===== config.mk =====
export PLATFORM = sky130hd
export DESIGN_NAME = dma_csr_top
export DESIGN_NICKNAME = d
export VERILOG_FILES = /design/src/rtl/dma_csr_pkg.sv /design/src/rtl/dma_csr_decode.sv /design/src/rtl/dma_csr_dir.sv /design/src/rtl/dma_csr_addr_reg.sv /design/src/rtl/dma_csr_rdpipe.sv /design/src/rtl/dma_csr_top.sv
export SDC_FILE = /design/constraint.sdc
export NUM_CORES = 1
export LEC_CHECK = 0
export ABC_AREA = 1
export ABC_CLOCK_PERIOD_IN_PS = 2500
export CORE_MARGIN = 3
export CORE_UTILIZATION = 42
export CTS_BUF_LIST = sky130_fd_sc_hd__clkbuf_16
export DETAILED_ROUTE_END_ITERATION = 8
export PLACE_DENSITY_LB_ADDON = 0.25
export SLEW_MARGIN = 20
export SYNTH_ARGS = -nofsm -noshare
export SYNTH_HDL_FRONTEND = slang
export SYNTH_HIERARCHICAL = 1
export SYNTH_SLANG_ARGS = --single-unit
export TNS_END_PERCENT = 1

===== constraint.sdc =====
create_clock -name clk_i -period 2.5 [get_ports clk_i]
set_clock_uncertainty 0.05 [all_clocks]
set_input_delay 0.375 -clock clk_i [delete_from_list [all_inputs] [get_ports clk_i]]
set_output_delay 0.375 -clock clk_i [all_outputs]
set_load 0.01 [all_outputs]

===== src/rtl/dma_csr_pkg.sv =====
package dma_csr_pkg;

   // Register offsets inside the window (field positions decoded by the engines' driver)
   localparam int REG_CTRL = 0;
   localparam int REG_STAT = 1;
   localparam int REG_HSRC = 2;
   localparam int REG_LEN  = 6;
   localparam int NUM_REGS = 7;
   localparam int NUM_ADDR = 4;

   // Direction indices
   localparam int DIR_WR  = 0;
   localparam int DIR_RD  = 1;
   localparam int NUM_DIR = 2;

   localparam int LEN_CODE_W = 3;

   // Reserved codes collapse to 0
   function automatic logic [LEN_CODE_W-1:0] len_code_clean(input logic [LEN_CODE_W-1:0] c);
      return (c > 3'd5) ? '0 : c;
   endfunction

   // Code to dword count
   function automatic int unsigned len_code_dw(input logic [LEN_CODE_W-1:0] c);
      int unsigned n;
      case (c)
         3'd0:    n = 1024;
         3'd1:    n = 2048;
         3'd2:    n = 3072;
         3'd3:    n = 4096;
         3'd4:    n = 8192;
         3'd5:    n = 16384;
         default: n = 1024;
      endcase
      return n;
   endfunction

endpackage


===== src/rtl/dma_csr_decode.sv =====
module dma_csr_decode #(
   parameter int OFS_W    = 4,
   parameter int NUM_REGS = 7
) (
   input  logic                req_valid_i,
   input  logic                req_write_i,
   input  logic                req_win_hit_i,
   input  logic [OFS_W-1:0]    req_ofs_i,
   output logic [NUM_REGS-1:0] wr_sel_o,
   output logic [NUM_REGS-1:0] rd_sel_o,
   output logic                rd_req_o
);

   logic acc;
   assign acc      = req_valid_i & req_win_hit_i;
   assign rd_req_o = acc & ~req_write_i;

   // One select line per implemented register; unmapped offsets hit none
   for (genvar g = 0; g < NUM_REGS; g++) begin : g_sel
      logic hit;
      assign hit         = (req_ofs_i == OFS_W'(g));
      assign wr_sel_o[g] = acc &  req_write_i & hit;
      assign rd_sel_o[g] = acc & ~req_write_i & hit;
   end

endmodule


===== src/rtl/dma_csr_dir.sv =====
module dma_csr_dir (
   input  logic clk_i,
   input  logic rst_ni,
   input  logic ctrl_wr_i,
   input  logic start_bit_i,
   input  logic stop_bit_i,
   input  logic sts_wr_i,
   input  logic clr_bit_i,
   input  logic done_evt_i,
   output logic start_o,
   output logic stop_o,
   output logic busy_o,
   output logic done_o
);

   always_ff @(posedge clk_i or negedge rst_ni) begin
      if (!rst_ni) begin
         start_o <= 1'b0;
         stop_o  <= 1'b0;
         busy_o  <= 1'b0;
         done_o  <= 1'b0;
      end else begin
         start_o <= 1'b0;
         stop_o  <= 1'b0;
         if (done_evt_i) busy_o <= 1'b0;
         if (ctrl_wr_i) begin
            if (stop_bit_i) begin
               if (busy_o) begin
                  stop_o <= 1'b1;
                  busy_o <= 1'b0;
               end
            end else if (start_bit_i && !busy_o) begin
               start_o <= 1'b1;
               busy_o  <= 1'b1;
            end
         end
         // write-one-to-clear, event wins
         if (sts_wr_i && clr_bit_i) done_o <= 1'b0;
         if (done_evt_i)            done_o <= 1'b1;
      end
   end

endmodule


===== src/rtl/dma_csr_addr_reg.sv =====
module dma_csr_addr_reg #(
   parameter int DATA_W = 32,
   parameter int REG_W  = 32
) (
   input  logic              clk_i,
   input  logic              rst_ni,
   input  logic              we_i,
   input  logic [REG_W-1:0]  wdata_i,
   output logic [REG_W-1:0]  q_o,
   output logic [DATA_W-1:0] view_o
);

   always_ff @(posedge clk_i or negedge rst_ni) begin
      if (!rst_ni)   q_o <= '0;
      else if (we_i) q_o <= wdata_i;
   end

   assign view_o = DATA_W'(q_o);

endmodule


===== src/rtl/dma_csr_rdpipe.sv =====
module dma_csr_rdpipe #(
   parameter int DATA_W = 32,
   parameter int LAT    = 2
) (
   input  logic              clk_i,
   input  logic              rst_ni,
   input  logic              req_i,
   input  logic [DATA_W-1:0] data_i,
   output logic              valid_o,
   output logic [DATA_W-1:0] data_o
);

   logic [LAT-1:0]    v_q;
   logic [DATA_W-1:0] d_q [LAT];

   if (LAT == 1) begin : g_single
      always_ff @(posedge clk_i or negedge rst_ni) begin
         if (!rst_ni) begin
            v_q    <= '0;
            d_q[0] <= '0;
         end else begin
            v_q[0] <= req_i;
            d_q[0] <= data_i;
         end
      end
   end else begin : g_shift
      always_ff @(posedge clk_i or negedge rst_ni) begin
         if (!rst_ni) begin
            v_q <= '0;
            for (int i = 0; i < LAT; i++) d_q[i] <= '0;
         end else begin
            v_q    <= {v_q[LAT-2:0], req_i};
            d_q[0] <= data_i;
            for (int i = 1; i < LAT; i++) d_q[i] <= d_q[i-1];
         end
      end
   end

   assign valid_o = v_q[LAT-1];
   assign data_o  = v_q[LAT-1] ? d_q[LAT-1] : '0;

endmodule


===== src/rtl/dma_csr_top.sv =====
module dma_csr_top
   import dma_csr_pkg::*;
#(
   parameter int DATA_W  = 32,
   parameter int OFS_W   = 4,
   parameter int HADDR_W = 32,
   parameter int LADDR_W = 16,
   parameter int LEN_W   = 15,
   parameter int RD_LAT  = 2
) (
   input  logic               clk_i,
   input  logic               rst_ni,
   input  logic               req_valid_i,
   input  logic               req_write_i,
   input  logic               req_win_hit_i,
   input  logic [OFS_W-1:0]   req_ofs_i,
   input  logic [DATA_W-1:0]  req_wdata_i,
   output logic               rsp_valid_o,
   output logic [DATA_W-1:0]  rsp_data_o,
   input  logic               wr_done_i,
   input  logic               rd_done_i,
   output logic               wr_start_o,
   output logic               wr_stop_o,
   output logic               rd_start_o,
   output logic               rd_stop_o,
   output logic [HADDR_W-1:0] host_src_o,
   output logic [HADDR_W-1:0] host_dst_o,
   output logic [LADDR_W-1:0] loc_src_o,
   output logic [LADDR_W-1:0] loc_dst_o,
   output logic [LEN_W-1:0]   xfer_len_o
);

   // Elaboration-time parameter checks
   if (DATA_W < 16)                     begin : g_bad_dw  $error("DATA_W too small"); end
   if (OFS_W < 3)                       begin : g_bad_ofs $error("OFS_W cannot reach all registers"); end
   if (HADDR_W > DATA_W || HADDR_W < 1) begin : g_bad_ha  $error("HADDR_W out of range"); end
   if (LADDR_W > DATA_W || LADDR_W < 1) begin : g_bad_la  $error("LADDR_W out of range"); end
   if (LEN_W < 15)                      begin : g_bad_len $error("LEN_W cannot hold 16K"); end
   if (RD_LAT < 1 || RD_LAT > 8)        begin : g_bad_lat $error("RD_LAT out of range"); end

   localparam int AMAX_W = (HADDR_W > LADDR_W) ? HADDR_W : LADDR_W;

   logic [NUM_REGS-1:0] wr_sel, rd_sel;
   logic                rd_req;

   dma_csr_decode #(.OFS_W(OFS_W), .NUM_REGS(NUM_REGS)) u_dec (
      .req_valid_i   (req_valid_i),
      .req_write_i   (req_write_i),
      .req_win_hit_i (req_win_hit_i),
      .req_ofs_i     (req_ofs_i),
      .wr_sel_o      (wr_sel),
      .rd_sel_o      (rd_sel),
      .rd_req_o      (rd_req)
   );

   // Per-direction command/status slices: start bit d, stop bit d+2, done bit d, busy bit d+2
   logic [NUM_DIR-1:0] start_vec, stop_vec, sts_busy, sts_done, done_vec;
   assign done_vec[DIR_WR] = wr_done_i;
   assign done_vec[DIR_RD] = rd_done_i;

   for (genvar d = 0; d < NUM_DIR; d++) begin : g_dir
      dma_csr_dir u_dir (
         .clk_i       (clk_i),
         .rst_ni      (rst_ni),
         .ctrl_wr_i   (wr_sel[REG_CTRL]),
         .start_bit_i (req_wdata_i[d]),
         .stop_bit_i  (req_wdata_i[d+NUM_DIR]),
         .sts_wr_i    (wr_sel[REG_STAT]),
         .clr_bit_i   (req_wdata_i[d]),
         .done_evt_i  (done_vec[d]),
         .start_o     (start_vec[d]),
         .stop_o      (stop_vec[d]),
         .busy_o      (sts_busy[d]),
         .done_o      (sts_done[d])
      );
   end

   assign wr_start_o = start_vec[DIR_WR];
   assign wr_stop_o  = stop_vec[DIR_WR];
   assign rd_start_o = start_vec[DIR_RD];
   assign rd_stop_o  = stop_vec[DIR_RD];

   // Address registers: first two host-wide, last two local-wide
   logic [DATA_W-1:0] addr_view [NUM_ADDR];
   logic [AMAX_W-1:0] addr_q    [NUM_ADDR];

   for (genvar k = 0; k < NUM_ADDR; k++) begin : g_addr
      localparam int AW = (k < 2) ? HADDR_W : LADDR_W;
      logic [AW-1:0] q;
      dma_csr_addr_reg #(.DATA_W(DATA_W), .REG_W(AW)) u_reg (
         .clk_i   (clk_i),
         .rst_ni  (rst_ni),
         .we_i    (wr_sel[REG_HSRC+k]),
         .wdata_i (req_wdata_i[AW-1:0]),
         .q_o     (q),
         .view_o  (addr_view[k])
      );
      assign addr_q[k] = AMAX_W'(q);
   end

   assign host_src_o = addr_q[0][HADDR_W-1:0];
   assign host_dst_o = addr_q[1][HADDR_W-1:0];
   assign loc_src_o  = addr_q[2][LADDR_W-1:0];
   assign loc_dst_o  = addr_q[3][LADDR_W-1:0];

   // Length code
   logic [LEN_CODE_W-1:0] len_code_q;
   always_ff @(posedge clk_i or negedge rst_ni) begin
      if (!rst_ni)              len_code_q <= '0;
      else if (wr_sel[REG_LEN]) len_code_q <= len_code_clean(req_wdata_i[LEN_CODE_W-1:0]);
   end
   assign xfer_len_o = LEN_W'(len_code_dw(len_code_q));

   // Read mux
   logic [DATA_W-1:0] rd_mux;
   always_comb begin
      rd_mux = '0;
      if (rd_sel[REG_STAT]) rd_mux = DATA_W'({sts_busy, sts_done});
      for (int k = 0; k < NUM_ADDR; k++)
         if (rd_sel[REG_HSRC+k]) rd_mux = addr_view[k];
      if (rd_sel[REG_LEN]) rd_mux = DATA_W'(len_code_q);
   end

   dma_csr_rdpipe #(.DATA_W(DATA_W), .LAT(RD_LAT)) u_rsp (
      .clk_i   (clk_i),
      .rst_ni  (rst_ni),
      .req_i   (rd_req),
      .data_i  (rd_mux),
      .valid_o (rsp_valid_o),
      .data_o  (rsp_data_o)
   );

endmodule


# --- Word-level counts from Yosys, hierarchy flattened ---
# Index checks and enable logic that the tools add are counted.
op_classes:
  magnitude_cmp: 1
  n_eq_ne: 11
  mux: 35
  n_bitwise: 17
  n_reduce_logical: 9
op_table:
  columns: ["cell", "count"]
  rows:
  - ["2-to-1 mux 32 bit", 6]
  - ["one-hot mux 15 bit (5 select lines)", 1]
  - ["2-to-1 mux 1 bit", 26]
  - ["AND 1 bit", 16]
  - ["== test 4 x 3 -> 1 bit (second input constant)", 3]
  - ["== test 4 x 2 -> 1 bit (second input constant)", 2]
  - ["== test 3 x 2 -> 1 bit (second input constant)", 2]
  - ["== test 3 bit (second input constant)", 2]
  - ["== test 4 x 1 -> 1 bit (second input constant)", 1]
  - ["logical AND 1 bit", 4]
  - ["zero test 4 bit", 1]
  - ["2-to-1 mux 4 bit", 1]
  - ["nonzero test 2 bit", 2]
  - ["== test 3 x 1 -> 1 bit (second input constant)", 1]
  - ["greater-than comparator 3 bit (second input constant)", 1]
  - ["2-to-1 mux 3 bit", 1]
  - ["zero test 1 bit", 2]
  - ["inverter 1 bit", 1]
word_totals:
  ff_bits: 173
  input_bits: 43
  output_inout_bits: 148
  wordCells: 89

# --- Logic depth before layout (Yosys ltp) ---
# Gate-level depths: netlist (run 1).
logic_depth:
  ltp_word: 9
  depth_mapped: 12
  mapped_depth_nobuf: 12

# --- Cells and area by module ---
# The synthesis (run 1) kept the hierarchy.
modules_own_cells:
  columns: ["module", "instances", "cells_per_inst", "area_per_inst_um2", "seq_area_each_um2"]
  rows:
  - ["dma_csr_addr_reg at g_addr[0].u_reg ...", 2, 168, 1532.7, 800.8]
  - ["dma_csr_rdpipe", 1, 133, 1925.6, 1651.6]
  - ["dma_csr_addr_reg at g_addr[2].u_reg ...", 2, 101, 888.4, 400.4]
  - ["dma_csr_top", 1, 283, 1585.3, 75.1]
  - ["dma_csr_dir", 2, 18, 153.9, 100.1]
  - ["dma_csr_decode", 1, 34, 155.1, 0.0]

# --- Least setup slack after synthesis (run 1) ---
# OpenSTA, ideal clock, no wires.
synth_timing:
  path_kind: "input port to flip-flop"
  start: "input port req_ofs_i[2]"
  end: "register u_rsp/d_q[53] in the netlist's numbering"
  setup_time_ns: 0.126
  arrival_time_ns: 1.333
  t_required_ns: 2.324
  path_slack_ns: 0.992
  path_stages: 9
  n_path_buf: 2
  cell_sequence: "inv_1 nor2_2 nand2_1 nor2_1 inv_2 buf_6 clkbuf_2 o21ai_0 a21oi_2"
synth_via:
  word_cells_on_any_way: 15
  classes_between: "eq/ne: 5; mux: 5; bitwise: 5"
synth_rtl:
  columns: ["item", "line_no", "source"]
  rows:
  - ["from (decl)", "dma_csr_top.sv:16", "input logic [OFS_W-1:0] req_ofs_i,"]
  - ["== test 4 x 3 -> 1 bit", "dma_csr_decode.sv:21", "assign hit = (req_ofs_i == OFS_W'(g));"]
  - ["AND 1 bit", "dma_csr_decode.sv:23", "assign rd_sel_o[g] = acc & ~req_write_i & hit;"]
  - ["via rd_sel[6]", "dma_csr_top.sv:43", "logic [NUM_REGS-1:0] wr_sel, rd_sel;"]
  - ["2-to-1 mux 32 bit", "dma_csr_top.sv:121", "if (rd_sel[REG_LEN]) rd_mux = DATA_W'(len_code_q);"]
  - ["via rd_mux[21]", "dma_csr_top.sv:115", "logic [DATA_W-1:0] rd_mux;"]
  - ["to (decl)", "dma_csr_rdpipe.sv:14", "logic [DATA_W-1:0] d_q [LAT];"]
# The timed path passes the listed nets, and every way through them passes these cells.
# A chain may end at the register's enable or synchronous reset.

# --- Final worst setup path (run 1) ---
layout_timing:
  start: "register u_rsp.v_q[1]"
  end: "output port rsp_data_o[29]"
layout_via:
  elab_chain_cells: 1
layout_rtl:
  columns: ["item", "line_no", "source"]
  rows:
  - ["from (decl)", "dma_csr_rdpipe.sv:13", "logic [LAT-1:0] v_q;"]
  - ["from (signal assigned)", "dma_csr_rdpipe.sv:32", "v_q <= {v_q[LAT-2:0], req_i};"]
  - ["2-to-1 mux 32 bit", "dma_csr_rdpipe.sv:40", "assign data_o = v_q[LAT-1] ? d_q[LAT-1] : '0;"]
  - ["to (decl)", "dma_csr_top.sv:19", "output logic [DATA_W-1:0] rsp_data_o,"]
# Every way passes these cells.

==> results.py, run 1 <==
metrics = {
    "global_route": {
        "grt_start_max_net_pins": 57,
        "grt_usage_pct": 20.3,
        "grt_pass1_vias": 6312,
        "grt_pass1_wl_um": 35400,
        "grt.overflow.total": 0,
        "antenna_found_initial": 1,
    },
    "clock_tree": {
        "cts-htree-levels": 4,
        "cts_buffer_depth": 2,
        "cts_resized": 0,
        "cts_made_buffers": 17,
        "clkLatencyLatePin_ns": 0.43,
        "cts-hold-fix-buffers": 1,
        "cts_root_buf": "clkbuf_16",
        "post_cts_buffers": 0,
        "cts_tree": "yes",
        "clkSlewWorstSetupHoldPaths_ns": 0.07,
        "cts_sinks": 173,
    },
    "timing": {
        "slew_headroom_pct": 60.9,
        "fmax_ghz": 0.445,
        "rsz0062_at_grt": "false",
        "min_period_ns": 2.25,
        "slew_viol_final": 0,
        "worst_pin_slew_ns": 0.586,
        "finalHoldViolCount": 0,
        "fin_crit_sh_pct": 90.0,
        "fin_tns_setup_ns": 0,
        "final-setup-viol-count": 0,
    },
    "placement": {
        "dpl_cell_area_um2": 9820,
        "gp_congestion": 0.831,
        "dp_hpwl_um": 15500,
        "port_buffers": 180,
    },
    "setup_path": {
        "reg2regPathDepth": 3,
        "critPathKind": "reg2out",
        "start_kind": "flip-flop",
        "regToRegSetupSlack_ns": 1.41,
        "worstPathRequired_ns": 2.08,
        "arrival_ns": 1.82,
        "crit_fanout": 30,
        "worst_setup_path_end_kind": "output pin",
    },
    "finish": {
        "layout_common_cells": "nand2_1, clkdlybuf4s50_1, dfrtp_1",
        "drive_above_1_share_pct": 11.1,
        "n_antenna_cell": 0,
        "design_area_um2": 10400,
        "final_common_cell": "nand2_1",
        "syn2layout_area_growth_pct": 18.5,
        "utilization_pct": 51.1,
        "fillers": 1973,
        "nNetsFinal": 1138,
    },
    "run": {
        "max_cap_violations": 0,
    },
    "die": {
        "coreArea_um2": 20400,
        "die_x_um": 151,
        "start_util_pct": 43.1,
        "io_pins": 191,
        "dieArea_um2": 22800,
        "rows": 52,
        "die_h_um": 151,
    },
    "drt": {
        "drt_pre_antenna_iters": 6,
        "drt-initial-drc-count": 370,
        "vias": 6461,
        "wl_per_cell_um": 16.4,
        "wl_um": 22600,
        "drc": 0,
        "routed_via_density": 4.69,
        "ant_nets": 0,
    },
    "yosys": {
        "synth_warnings": 6,
        "synthesis.area_um2": 8810,
        "syn_inst": 1023,
        "synth_area_per_cell_um2": 8.61,
    },
    "status": {
        "status": "finished, final reports clean",
    },
    "hold_path": {
        "hp-class": "reg2reg",
        "hold_depth": 0,
    },
    "power": {
        "p_sw_w": 0.00187,
        "swShare_pct": 26.6,
        "max-vdd-ir-drop_uv": 481,
        "clkPwrFrac_pct": 39.1,
        "p_total_w": 0.00703,
        "p_seq_share_pct": 46.6,
        "power.density_nw_per_um2": 673,
        "cell_internal_pwr_w": 0.00516,
        "pwr-share-comb_pct": 14.3,
        "p_leak_nw": 5.43,
    },
}
-- registers in the layout, summed over array words and instances, names as in the netlist --
name                 cells
g_dir.u_dir/start_o      2
g_addr.u_reg/q_o        96
g_dir.u_dir/stop_o       2
len_code_q               3
g_dir.u_dir/busy_o       2
u_rsp/v_q                2
u_rsp/d_q               64
g_dir.u_dir/done_o       2
-- metal layers --
metal	global-route usage, %	up-vias	routed length, um	part of all wire, %
met2	31.5	218	10400	46
met4	5.35	2	382	1.7
met1	28.3	3080	10100	45
met5	0	-	13	0.058
li1	-	3133	-	-
met3	5.54	28	1670	7.4
-- through the flow --
stage	worst slack [ns]	cells	hold slack, ns
2_1_floorplan	0.992	1062	0.0294
4_1_cts	0.235	1378	0.298
3_5_place_dp	0.249	1345	0.286
3_3_place_gp	0.274	1345	0.282
5_1_grt	0.161	1378	0.302
6_report	0.250	1378	0.295
-- area by class of cell --
cell class	instances	area (um2)	area share (%)
Sequential cell	173	4330	41.5
Multi-Input combinational cell	641	2880	27.6
Timing Repair Buffer	202	2030	19.5
Clock buffer	17	425	4.07
Tap cell	270	338	3.23
Inverter	60	251	2.41
Clock inverter	15	185	1.77
-- final timing paths --
path | from | end
max in group asynchronous | rst_ni | g_addr[0].u_reg/q_o[30]
hold reg to reg | u_rsp/d_q[51] | u_rsp/d_q[19]
hold / removal | u_rsp/d_q[51] | u_rsp/d_q[19]
setup / recovery | u_rsp/v_q[1] | rsp_data_o[29]
min in group asynchronous | rst_ni | u_rsp/d_q[18]
setup reg to reg | g_addr[1].u_reg/q_o[3] | u_rsp/d_q[35]
-- power by group through the flow --
| stage | sequential, W | clock, W | combinational (W) |
|---|---|---|---|
| floorplan | 0.00334 | 0 | 0.000569 |
| global placement | 0.00332 | 0 | 0.00100 |
| detailed placement | 0.00332 | 0 | 0.00102 |
| CTS | 0.00327 | 0.00280 | 0.00102 |
| global route | 0.00330 | 0.00291 | 0.00111 |
| finish | 0.00327 | 0.00275 | 0.00101 |
-- critical path, cell delays in order, from the launching register on --
cell and delay (ns):
dfrtp_1 0.46, buf_12 0.22, nand2_1 0.07, inv_1 0.10, clkdlybuf4s50_1 0.54
(Power assumes the default switching activity.)
==> run 2, diff against run 1 <==
PLACE_DENSITY = 0.81   (was unset)
PLACE_DENSITY_LB_ADDON = unset   (was 0.25)
SYNTH_HIERARCHICAL = unset   (was 1)
==> run 2 against run 1 <==
Compared with the run above: final cell count down 18%; final area down 9.2%; via count down 15%; non-clock buffer count down 5; count of clock-buffer cells in the layout unchanged; critical path type unchanged; highest routed layer is now met4.
==> results.py, run 2 <==
metrics = {
    "global_route": {
        "grt_pass1_wl_um": 28400,
        "grt_pass1_vias": 5473,
        "grt.overflow.total": 0,
        "grt_start_max_net_pins": 76,
        "grt_usage_pct": 20.4,
        "antenna_found_initial": 0,
    },
    "run": {
        "max_cap_violations": 0,
    },
    "clock_tree": {
        "clkLatencyLatePin_ns": 0.42,
        "cts_made_buffers": 17,
        "cts_tree": "yes",
        "clkSlewWorstSetupHoldPaths_ns": 0.06,
        "cts-htree-levels": 4,
        "cts_buffer_depth": 2,
        "cts_root_buf": "clkbuf_16",
        "cts_sinks": 173,
    },
    "finish": {
        "nNetsFinal": 948,
        "layout_common_cells": "nand2_1, clkdlybuf4s50_1, dfrtp_1",
        "largest_reg_flops": 96,
        "instances_no_fill": 1129,
        "syn2layout_area_growth_pct": 40.4,
        "drive_above_1_share_pct": 6.97,
        "utilization_pct": 61.2,
        "largestRegisters": "g_addr.u_reg.q_o: 96 flops, u_rsp.d_q: 64 flops, len_code_q: 3 flops",
        "fillers": 1243,
        "n_antenna_cell": 0,
        "final_common_cell": "nand2_1",
        "top_register": "g_addr.u_reg.q_o",
    },
    "setup_path": {
        "reg2reg_from": "g_dir[1].u_dir.busy_o",
        "regToRegSetupSlack_ns": 1.47,
        "max_stage_delay_ns": 0.52,
        "critPathKind": "reg2out",
        "reg2regPathDepth": 6,
        "r2r_end": "u_rsp.d_q[35]",
        "path_cells": "buf_4, nand2_1, inv_1, clkdlybuf4s50_1",
        "worst_path_max_delay_cell": "clkdlybuf4s50_1",
        "worstPathRequired_ns": 2.08,
        "crit_start": "u_rsp.v_q[1]",
        "crit_buf_inv": 3,
        "crit_family": "buffers and inverters",
        "cp.depth": 4,
        "cp-endpoint": "rsp_data_o[16]",
        "start_kind": "flip-flop",
        "worst_setup_path_end_kind": "output pin",
        "arrival_ns": 1.72,
        "crit_fanout": 21,
    },
    "die": {
        "rows": 45,
        "die_x_um": 133,
        "io_pins": 191,
        "coreArea_um2": 15500,
        "dieArea_um2": 17600,
        "die_h_um": 133,
        "start_util_pct": 43.6,
    },
    "yosys": {
        "synthTopCellsByArea": "dfrtp_1, nand2_1, o21ai_0",
        "ys_top_cells_by_count": "nand2_1, dfrtp_1, o21ai_0, inv_1, nor2_1",
        "seq_area_frac_synth_pct": 64.1,
        "synth_top_family_by_area": "simple AND/OR/NAND/NOR gates",
        "ys_async_sr_fraction_pct": 100,
        "synth_compound_area_share_pct": 12.0,
        "muxShareOfSynthArea_pct": 0,
        "synth_warnings": 0,
        "synthesis.area_um2": 6750,
        "synth_area_per_cell_um2": 9.39,
        "synthAdderAreaFrac_pct": 0,
        "synth.most_common_cell": "nand2_1",
        "synth_cell_type_count": 24,
        "synth_flop_cell": "dfrtp_1",
        "synth_top_area_share_pct": 64.1,
        "synth_seq_cells": 173,
        "yosysTopAreaCell": "dfrtp_1",
        "syn_inst": 719,
        "synth-edff-count": 0,
        "synth_xor_area_share_pct": 0,
        "synth-simple-area-share_pct": 15.3,
    },
    "timing": {
        "slew_viol_final": 0,
        "final-setup-viol-count": 0,
        "fin_tns_setup_ns": 0,
        "slew_headroom_pct": 52.8,
        "worst_pin_slew_ns": 0.707,
        "rsz0062_at_grt": "false",
        "min_period_ns": 2.14,
        "fin_crit_sh_pct": 85.8,
        "finalHoldViolCount": 0,
        "fmax_ghz": 0.466,
    },
    "power": {
        "p_leak_nw": 4.71,
        "power.density_nw_per_um2": 744,
        "max-vdd-ir-drop_uv": 444,
    },
    "drt": {
        "drt_pre_antenna_iters": 5,
        "vias": 5467,
        "ant_nets": 0,
        "drc": 0,
        "drt-initial-drc-count": 363,
        "wl_per_cell_um": 15.5,
        "wl_um": 17500,
        "routed_via_density": 4.84,
    },
    "hold_path": {
        "hold_start": "u_rsp.d_q[49]",
        "hp-class": "reg2reg",
    },
    "placement": {
        "dp_hpwl_um": 11800,
        "place_inst": 1096,
        "port_buffers": 180,
        "gp_congestion": 0.828,
    },
    "status": {
        "status": "finished, final reports clean",
    },
}
[run 2: cell count changes in the layout (fill, tap and decap cells not counted), moves of 6 or more]
cell	previous run	this run
nand2_1	393	201
o21ai_0	30	102
inv_1	53	94
conb_1	42	10
a21oi_1	55	28
nand2_2	30	4
o211ai_1	18	1
a22o_1	0	16
a21oi_2	10	0
o211ai_2	10	0
inv_6	8	2
[run 2: kinds of logic after synthesis]
family / Yosys count
DFF: 173
and+or+nand+nor: 260
AOI/OAI and AO/OA: 149
other: 1
buffers and inverters: 136
[run 2: how the worst min path moves through the flow]
stage,slack (ns),depth (start not counted),to
after floorplan,0.03,0,g_addr[0].u_reg.q_o[0]
after global placement,0.28,0,u_rsp.d_q[3]
after detailed placement,0.28,0,u_rsp.d_q[12]
after CTS,0.30,0,u_rsp.d_q[17]
after global routing,0.30,0,u_rsp.d_q[15]
final,0.29,0,u_rsp.d_q[17]
[run 2: cell type report]
class	count	area [um2]	share of cell area, %
Sequential cell	173	4330	45.7
Tap cell	211	264	2.79
Multi-Input combinational cell	419	1890	19.9
Clock inverter	15	220	2.32
Clock buffer	17	425	4.49
Inverter	97	365	3.85
Timing Repair Buffer	197	1980	20.9
[run 2: stage by stage]
| step | hold slack [ns] | cell area [um2] | worst slack, ns | total power [W] |
|---|---|---|---|---|
| 6_report | 0.293 | 9480 | 0.356 | 0.00705 |
| 3_5_place_dp | 0.285 | 8820 | 0.338 | 0.00425 |
| 3_3_place_gp | 0.281 | 8820 | 0.383 | 0.00422 |
| 5_1_grt | 0.305 | 9480 | 0.258 | 0.00734 |
| 4_1_cts | 0.297 | 9480 | 0.323 | 0.00711 |
| 2_1_floorplan | 0.0294 | 6790 | 1.15 | 0.00356 |
[run 2: metal layers]
metal  routed length [um]  GRT usage [%]
met4                  262           6.18
met3                 1510           7.30
met2                 8410           32.8
met5                    0              0
met1                 7320           26.2
[run 2: repair_timing]
action                    4_1_cts  5_1_grt
gates resized for setup         0        0
hold buffers                    1        0
setup buffers                   0        0
hold endpoints to repair       71        0
[run 2: report_power, final]
part	internal [W]	switching [W]
Combinational	0.000531	0.000449
Clock	0.00177	0.00108
Sequential	0.00302	0.000200
Total	0.00532	0.00173
